`src/rtl/pcu_pkg.sv`:
```
package pcu_pkg;
   typedef enum logic [1:0] {
      SRC_SEQ    = 2'd0,
      SRC_BRANCH = 2'd1,
      SRC_JUMP   = 2'd2,
      SRC_REG    = 2'd3
   } pcu_src_e;
endpackage

```
`src/rtl/pcu_select.sv`:
```
module pcu_select
   import pcu_pkg::*;
(
   input  logic     br_take,
   input  logic     jmp_dir,
   input  logic     jmp_reg,
   output pcu_src_e src
);
   // fixed priority: register jump > direct jump > branch > sequential
   always_comb begin
      if (jmp_reg)      src = SRC_REG;
      else if (jmp_dir) src = SRC_JUMP;
      else if (br_take) src = SRC_BRANCH;
      else              src = SRC_SEQ;
   end
endmodule

```
`src/rtl/pcu_target.sv`:
```
module pcu_target
   import pcu_pkg::*;
#(
   parameter int ADDR_W     = 32,
   parameter int OFS_W      = 16,
   parameter int JTGT_W     = 26,
   parameter int ALIGN_BITS = 2
) (
   input  logic [ADDR_W-1:0] pc,
   input  logic [OFS_W-1:0]  br_ofs,
   input  logic [JTGT_W-1:0] jmp_field,
   input  logic [ADDR_W-1:0] reg_val,
   input  pcu_src_e          src,
   output logic [ADDR_W-1:0] next_addr,
   output logic              reg_unaligned
);
   localparam int STEP     = 1 << ALIGN_BITS;
   localparam int EXT_W    = ADDR_W - OFS_W - ALIGN_BITS;
   localparam int REGION_W = ADDR_W - JTGT_W - ALIGN_BITS;

   logic [ADDR_W-1:0] seq_addr;
   logic [ADDR_W-1:0] br_disp;
   logic [ADDR_W-1:0] br_addr;
   logic [ADDR_W-1:0] jmp_addr;

   assign seq_addr = pc + ADDR_W'(STEP);
   assign br_disp  = {{EXT_W{br_ofs[OFS_W-1]}}, br_ofs, {ALIGN_BITS{1'b0}}};
   assign br_addr  = seq_addr + br_disp;

   generate
      if (REGION_W > 0) begin : g_region
         assign jmp_addr = {seq_addr[ADDR_W-1 -: REGION_W], jmp_field, {ALIGN_BITS{1'b0}}};
      end else begin : g_flat
         assign jmp_addr = {jmp_field, {ALIGN_BITS{1'b0}}};
      end
   endgenerate

   assign reg_unaligned = |reg_val[ALIGN_BITS-1:0];

   always_comb begin
      unique case (src)
         SRC_REG:    next_addr = reg_val;
         SRC_JUMP:   next_addr = jmp_addr;
         SRC_BRANCH: next_addr = br_addr;
         default:    next_addr = seq_addr;
      endcase
   end
endmodule

```
`src/rtl/pcu_reg.sv`:
```
module pcu_reg #(
   parameter int              ADDR_W     = 32,
   parameter logic [ADDR_W-1:0] START_ADDR = 32'h0040_0000
) (
   input  logic              clk,
   input  logic              rst,
   input  logic              load,
   input  logic [ADDR_W-1:0] d,
   output logic [ADDR_W-1:0] q
);
   always_ff @(posedge clk) begin
      if (rst)       q <= START_ADDR;
      else if (load) q <= d;
   end
endmodule

```
`src/rtl/pc_next_unit.sv`:
```
module pc_next_unit
   import pcu_pkg::*;
#(
   parameter int                ADDR_W     = 32,
   parameter int                OFS_W      = 16,
   parameter int                JTGT_W     = 26,
   parameter int                ALIGN_BITS = 2,
   parameter logic [ADDR_W-1:0] START_ADDR = 32'h0040_0000
) (
   input  logic              clk,
   input  logic              rst,
   input  logic              step_en,
   input  logic              br_take,
   input  logic [OFS_W-1:0]  br_ofs,
   input  logic              jmp_dir,
   input  logic [JTGT_W-1:0] jmp_field,
   input  logic              jmp_reg,
   input  logic [ADDR_W-1:0] reg_val,
   output logic [ADDR_W-1:0] pc,
   output logic              misalign
);
   generate
      if (ALIGN_BITS < 1) begin : g_bad_align
         $error("ALIGN_BITS must be at least 1");
      end
      if (ADDR_W < OFS_W + ALIGN_BITS) begin : g_bad_ofs
         $error("ADDR_W too small for the branch offset");
      end
      if (ADDR_W < JTGT_W + ALIGN_BITS) begin : g_bad_jtgt
         $error("ADDR_W too small for the jump field");
      end
      if (START_ADDR[ALIGN_BITS-1:0] != '0) begin : g_bad_start
         $error("START_ADDR must be aligned");
      end
   endgenerate

   pcu_src_e          src;
   logic [ADDR_W-1:0] next_addr;
   logic              reg_unaligned;
   logic              fault;

   pcu_select u_sel (
      .br_take (br_take),
      .jmp_dir (jmp_dir),
      .jmp_reg (jmp_reg),
      .src     (src)
   );

   pcu_target #(
      .ADDR_W     (ADDR_W),
      .OFS_W      (OFS_W),
      .JTGT_W     (JTGT_W),
      .ALIGN_BITS (ALIGN_BITS)
   ) u_tgt (
      .pc            (pc),
      .br_ofs        (br_ofs),
      .jmp_field     (jmp_field),
      .reg_val       (reg_val),
      .src           (src),
      .next_addr     (next_addr),
      .reg_unaligned (reg_unaligned)
   );

   assign fault    = step_en && (src == SRC_REG) && reg_unaligned;
   assign misalign = fault;

   pcu_reg #(
      .ADDR_W     (ADDR_W),
      .START_ADDR (START_ADDR)
   ) u_reg (
      .clk  (clk),
      .rst  (rst),
      .load (step_en && !fault),
      .d    (next_addr),
      .q    (pc)
   );
endmodule

```
`config.mk`:
```
export PLATFORM = sky130hd
export DESIGN_NAME = pc_next_unit
export DESIGN_NICKNAME = d
export VERILOG_FILES = /design/src/rtl/pcu_pkg.sv /design/src/rtl/pcu_select.sv /design/src/rtl/pcu_target.sv /design/src/rtl/pcu_reg.sv /design/src/rtl/pc_next_unit.sv
export SDC_FILE = /design/constraint.sdc
export NUM_CORES = 1
export LEC_CHECK = 0
export ABC_CLOCK_PERIOD_IN_PS = 3850
export BUFFER_PORTS_ARGS = -buffer_cell sky130_fd_sc_hd__buf_2
export CORE_UTILIZATION = 49
export DETAILED_ROUTE_END_ITERATION = 8
export MAX_ROUTING_LAYER = met4
export PLACE_DENSITY_LB_ADDON = 0.05
export REMOVE_ABC_BUFFERS = 1
export SLEW_MARGIN = 20
export SYNTH_ARGS = -nofsm -noshare
export SYNTH_HDL_FRONTEND = slang
export SYNTH_SLANG_ARGS = --single-unit
```
`constraint.sdc`:
```
create_clock -name clk -period 3.85 [get_ports clk]
set_input_delay 0.5775 -clock clk [delete_from_list [all_inputs] [get_ports clk]]
set_output_delay 0.5775 -clock clk [all_outputs]
set_load 0.05 [all_outputs]
```
==> results of run 1 <==
per-stage QoR:
| stage | instances | setup TNS (ns) | instance area [um2] | hold WS, ns |
|---|---|---|---|---|
| floorplan | 530 | -0.673 | 3920 | 0.647 |
| global placement | 768 | 0 | 4790 | 0.438 |
| detailed placement | 768 | 0 | 4790 | 0.440 |
| CTS | 775 | 0 | 4880 | 0.463 |
| global route | 779 | -0.127 | 4990 | 0.475 |
| finish | 779 | 0 | 4990 | 0.457 |
how the worst max path moves through the flow:
| stage | endpoint |
|---|---|
| 2_1_floorplan | u_reg.q[29] |
| 3_3_place_gp | u_reg.q[27] |
| 3_5_place_dp | u_reg.q[27] |
| 4_1_cts | u_reg.q[27] |
| 5_1_grt | u_reg.q[29] |
| 6_report | u_reg.q[26] |
final cells by class:
| type | instances | share of cell area, % |
|---|---|---|
| Clock buffer | 7 | 1.93 |
| Inverter | 16 | 1.20 |
| Multi-Input combinational cell | 482 | 65.9 |
| Sequential cell | 32 | 12.9 |
| Tap cell | 102 | 2.56 |
| Timing Repair Buffer | 140 | 15.5 |
cell families after synthesis:
group | after synthesis | share of synthesized area [%]
AO/OA/AOI/OAI | 209 | 33.3
XOR/XNOR | 50 | 11.0
adder cells (fa/ha/maj) | 35 | 11.0
buffers and inverters | 50 | 4.82
flip-flops | 32 | 15.8
multiplexers | 5 | 1.27
AND/OR/NAND/NOR | 183 | 22.8
report_power, final:
part | internal, W | total, W | switching, W
Sequential | 0.000356 | 0.000392 | 0.0000360
Clock | 0.000160 | 0.000308 | 0.000148
Combinational | 0.000257 | 0.000670 | 0.000413
Total | 0.000772 | 0.00137 | 0.000597
what timing repair did:
item | in CTS | in global routing
resized for setup | 0 | 19
endpoints found under the setup margin | 0 | 9
setup buffers | 0 | 4
layout by cell type (no fill, tap or decap), types with 17 or more instances in the layout:
master   instances
a21oi_1         61
buf_2          112
buf_4           28
dfxtp_1         29
ha_1            33
nand2_1         47
nand3_1         17
nor2_1          50
o21ai_0         21
o21ai_1         19
xnor2_1         30
xor2_1          18
worst register-to-register path, stage by stage (launching register included):
cell and delay [ns]:
dfxtp_1 0.35, ha_2 0.21, nand3_1 0.13, buf_4 0.18, xnor2_1 0.22, ha_1 0.34
a21o_1 0.20, a21oi_1 0.26, a21oi_1 0.12, a21o_1 0.21, a41oi_2 0.37, a31oi_2 0.24
a21oi_1 0.26, o31ai_1 0.11, a311oi_1 0.32, a211oi_1 0.09
layer usage:
metal | track usage [%] | up-vias | wire length [um]
met2 | 54.1 | 226 | 6630
met4 | 11.5 | 0 | 350
met5 | - | - | 0
li1 | - | 2318 | -
met1 | 44.7 | 2229 | 6180
met3 | 4.84 | 33 | 1230
==> results_dict.tcl, run 1 <==
set metrics [dict create \
    r2r_slack_ns 0.11 \
    antenna_cells 0 \
    cp_num_cells 15 \
    p_leak_nw 2.34 \
    finalClockSkew_ns 0.00766 \
    crit_start "u_reg.q[2]" \
    die_x_um 92.9 \
    cts-buffers-inserted 5 \
    async_flop_share_pct 0 \
    slowest_delay_ns 0.36 \
    cts_hold_buf 0 \
    drv_slew 0 \
    area_growth_syn_to_layout_pct 23.1 \
    multi_input_area_mm2 0.00329 \
    min_to "u_reg.q[1]" \
    critical_path.top_delay_family "compound AO/OA/AOI/OAI gates" \
    worstSetupStartpointType "flip-flop" \
    min_from "u_reg.q[1]" \
    outcome "finished clean" \
    yosysTopAreaCell "dfxtp_1" \
    worst_pin_slew_ns 0.953 \
    root_buffer "clkbuf_8" \
    period_needed_ns 3.74 \
    path_class "reg2reg" \
    clockBufferDepth 2 \
    largest_register_ffs 32 \
    avgSynthCellArea_um2 7.19 \
    drt-total-wl_um 14400 \
    synthCells 564 \
    yosysTopAreaCellShare_pct 15.8 \
    dpl_worst_slack_ns 0.0336 \
    slew_headroom_pct 36.0 \
    finalSetupViolCount 0 \
    crit_arrival_ns 3.89 \
    ys_types 72 \
    clk_pin_slew_ns 0.08 \
    critPathSlowestCell "a41oi_2" \
    ioPinCount 113 \
    gp_congestion 0.914 \
    fp-row-count 32 \
    antenna_found_initial 0 \
    grt_pass1_wl_um 22500 \
    max_freq_ghz 0.267 \
    die_y_um 92.9 \
    synth-edff-count 0 \
    synth.ff_latch_count 32 \
    worstReg2RegStart "u_reg.q[2]" \
    finalCritPeriodShare_pct 97.2 \
    initial_utilization_pct 51.6 \
    synth_ff_type "dfxtp_1" \
    crit_path_frequent_cell "a21oi_1" \
    netlist_top_cells_count "a21oi_1, nor2_1, nand2_1" \
    finalHoldViolCount 0 \
    regArea_um2 644 \
    h-tree-depth 2 \
    layout-drive-gt1-share_pct 26.7 \
    path_buf_inv 1 \
    dieArea_mm2 0.00864 \
    vias_per_cell 6.17 \
    synth.most_common_cell "a21oi_1" \
    cts_tree "yes" \
    reg2reg_to "u_reg.q[26]" \
    fillers 744 \
    cts_sinks 32 \
    port_buffers 112 \
    grt_max_degree 37 \
    hold_depth 1 \
    nNetsFinal 792 \
    clk_latency_ns 0.30 \
    reg2regPathDepth 15 \
    grt_remaining_overflow 0 \
    drtPass1Iterations 5 \
    largestRegisters "u_reg.q x32" \
    top_register "u_reg.q" \
    power_density_mw_per_mm2 274 \
    antenna_left 0 \
    avgRoutedWirePerCell_um 18.5 \
    yosysWarnings 0 \
    hpwlAfterDp_um 10800 \
    drtIter0Drc 279 \
    drc 0 \
    netlist_top_cells_area "dfxtp_1, ha_1, a21oi_1" \
    critPathMaxFanout 5 \
    grt_pass1_vias 4526 \
    hold_class "reg2reg" \
    path_cells "ha_2, nand3_1, buf_4, xnor2_1, ha_1, a21o_1, a21oi_1, a21oi_1, a21o_1, a41oi_2, a31oi_2, a21oi_1, o31ai_1, a311oi_1, a211oi_1" \
    syn_area_mm2 0.00405 \
    track_usage_pct 34.2 \
    ys_seq_area_share_pct 15.8 \
    peakVddDrop_uv 129 \
    critPathCaptureType "flip-flop" \
    drv_cap 0 \
    finalPower_w 0.00137 \
    vias 4806 \
    finalWorstSetupSlack_ns 0.107 \
    utilization_pct 63.6 \
    cp.required_ns 4.00 \
    rsz0062_at_grt "yes" \
    core_mm2 0.00785 \
]
Power figures use the tool's default switching activity.
==> inputs of run 2 (changes only) <==
- CTS_BUF_LIST: not set -> sky130_fd_sc_hd__clkbuf_16
- RECOVER_POWER: not set -> 100
==> run 2 against run 1 <==
Register-to-register slack better by 0.02 ns. Largest power group unchanged. Sequential share of layout area about the same. Worst hold slack improved by 0.0026 ns. Combinational power is essentially flat. Sequential cell count stayed put. Total power grew 5.8%. Setup slack improved by 0.015 ns. Core utilization grew 0.21 points. Sequential power barely moved. Non-clock buffer count up 1. Maximum frequency grew 0.41%.
==> results_dict.tcl, run 2 (synthesized netlist as in run 1, its figures left out) <==
set metrics [dict create \
    outcome "finished clean" \
    die_y_um 92.9 \
    root_buffer "clkbuf_16" \
    worstSetupStartpointType "flip-flop" \
    finalCritPeriodShare_pct 96.8 \
    path_class "reg2reg" \
    worst_pin_slew_ns 0.984 \
    netSwitchingPower_w 0.000609 \
    cts_tree "yes" \
    layout-drive-gt1-share_pct 22.3 \
    p_leak_nw 2.23 \
    drtPass1Iterations 5 \
    drv_cap 0 \
    swShare_pct 42.1 \
    antenna_cells 0 \
    area_growth_syn_to_layout_pct 23.5 \
    core_mm2 0.00785 \
    critPathCaptureType "flip-flop" \
    p_clk_share_pct 26.8 \
    vias 4821 \
    hpwlAfterDp_um 10800 \
    final_cell_mix "buf_2, a21oi_1, nor2_1" \
    drv_slew 0 \
    finalHoldViolCount 0 \
    final_common_cell "buf_2" \
    drt-total-wl_um 14500 \
    clk_pin_slew_ns 0.06 \
    stdcell_area_mm2 0.00500 \
    max_freq_ghz 0.268 \
    fp-row-count 32 \
    hold_class "reg2reg" \
    grt_pass1_wl_um 22500 \
    antenna_found_initial 0 \
    drtIter0Drc 311 \
    clk_latency_ns 0.28 \
    antenna_left 0 \
    vias_per_cell 6.18 \
    largestRegisters "u_reg.q x32" \
    cts-buffers-inserted 5 \
    cp.required_ns 3.97 \
    cts_sinks 32 \
    rsz0062_at_grt "no" \
    initial_utilization_pct 51.6 \
    power_frac_comb_pct 46.1 \
    nNetsFinal 793 \
    finalSetupViolCount 0 \
    avgRoutedWirePerCell_um 18.6 \
    top_register "u_reg.q" \
    ioPinCount 113 \
    finalPower_w 0.00145 \
    track_usage_pct 34.3 \
    crit_arrival_ns 3.85 \
    dieArea_mm2 0.00864 \
    grt_pass1_vias 4533 \
    die_x_um 92.9 \
    finalClockSkew_ns 0.00165 \
    postPlaceCellArea_mm2 0.00479 \
    clockBufferDepth 2 \
    fillers 766 \
    gp_congestion 0.914 \
    cts_hold_buf 0 \
    slew_headroom_pct 34.4 \
    drc 0 \
    period_needed_ns 3.73 \
    power_density_mw_per_mm2 289 \
    p_int_w 0.000839 \
    peakVddDrop_uv 210 \
    grt_remaining_overflow 0 \
    port_buffers 112 \
    h-tree-depth 2 \
    grt_max_degree 37 \
    largest_register_ffs 32 \
    seqPwrFrac_pct 27.2 \
    critPathMaxFanout 5 \
]
## run 2: changes by cell type in the layout (fill, tap and decap cells not counted), moves of 2 or more
cell / delta
clkbuf_1: +36
clkinv_1: +2
buf_2: -34
clkbuf_8: -7
dfxtp_1: -2
clkbuf_16: +5
o21ai_0: +3
dfxtp_2: +2
o21ai_1: -4
## run 2: critical path, stage by stage, from the launching register on
cell and delay [ns]:
dfxtp_1 0.34, ha_2 0.22, nand3_2 0.11, buf_4 0.16
xnor2_1 0.21, ha_1 0.34, a21o_1 0.20, a21oi_1 0.26
a21oi_1 0.12, a21o_1 0.21, a41oi_2 0.35, a31oi_2 0.23
a21oi_1 0.26, o31ai_1 0.11, a311oi_1 0.36, a211oi_1 0.09
## run 2: metal layers
metal / vias to the layer above / GRT usage [%] / part of all wire (%)
li1: 2319 / - / -
met1: 2251 / 44.4 / 43
met2: 223 / 54.0 / 46
met3: 28 / 5.17 / 8.4
met4: 0 / 12.8 / 2.8
met5: - / - / 0
## run 2: repair_timing
item                                    4_1_cts  5_1_grt
resized for setup                             0       25
endpoints found under the setup margin        0        9
setup buffers                                 0        5
## run 2: worst paths after layout
check	from	endpoint	slack, ns	cells after the start
worst min register to register	u_reg.q[1]	u_reg.q[1]	0.46	1
worst max register to register	u_reg.q[2]	u_reg.q[26]	0.12	15
worst min-delay path	u_reg.q[1]	u_reg.q[1]	0.46	1
worst max-delay path	u_reg.q[2]	u_reg.q[26]	0.12	15
## run 2: through the flow
stage / setup WS, ns / util (%) / cells / hold slack, ns / setup TNS [ns]
2_1_floorplan: -0.246 / - / 530 / 0.647 / -0.673
3_3_place_gp: 0.0203 / 61.0 / 768 / 0.438 / 0
3_5_place_dp: 0.0336 / 61.0 / 768 / 0.440 / 0
4_1_cts: 0.00563 / 62.7 / 775 / 0.459 / 0
5_1_grt: 0.00435 / 63.8 / 780 / 0.472 / 0
6_report: 0.122 / 63.8 / 780 / 0.460 / 0
## run 2: final cells by class
| type | count | area (um2) | area share, % |
|---|---|---|---|
| multi-input cells | 482 | 3310 | 66.1 |
| repair buffers | 141 | 728 | 14.5 |
| flip-flops and latches | 32 | 647 | 12.9 |
| well taps | 102 | 128 | 2.55 |
| clock buffers | 5 | 125 | 2.50 |
| inverters | 16 | 60.1 | 1.20 |
| clock inverters | 2 | 7.51 | 0.150 |
## run 2: power groups by stage
| stage | Clock [W] | Sequential (W) | Combinational, W |
|---|---|---|---|
| floorplan | 0 | 0.000477 | 0.000355 |
| global placement | 0 | 0.000396 | 0.000637 |
| detailed placement | 0 | 0.000397 | 0.000641 |
| CTS | 0.000387 | 0.000390 | 0.000645 |
| global route | 0.000403 | 0.000396 | 0.000725 |
| finish | 0.000388 | 0.000394 | 0.000667 |
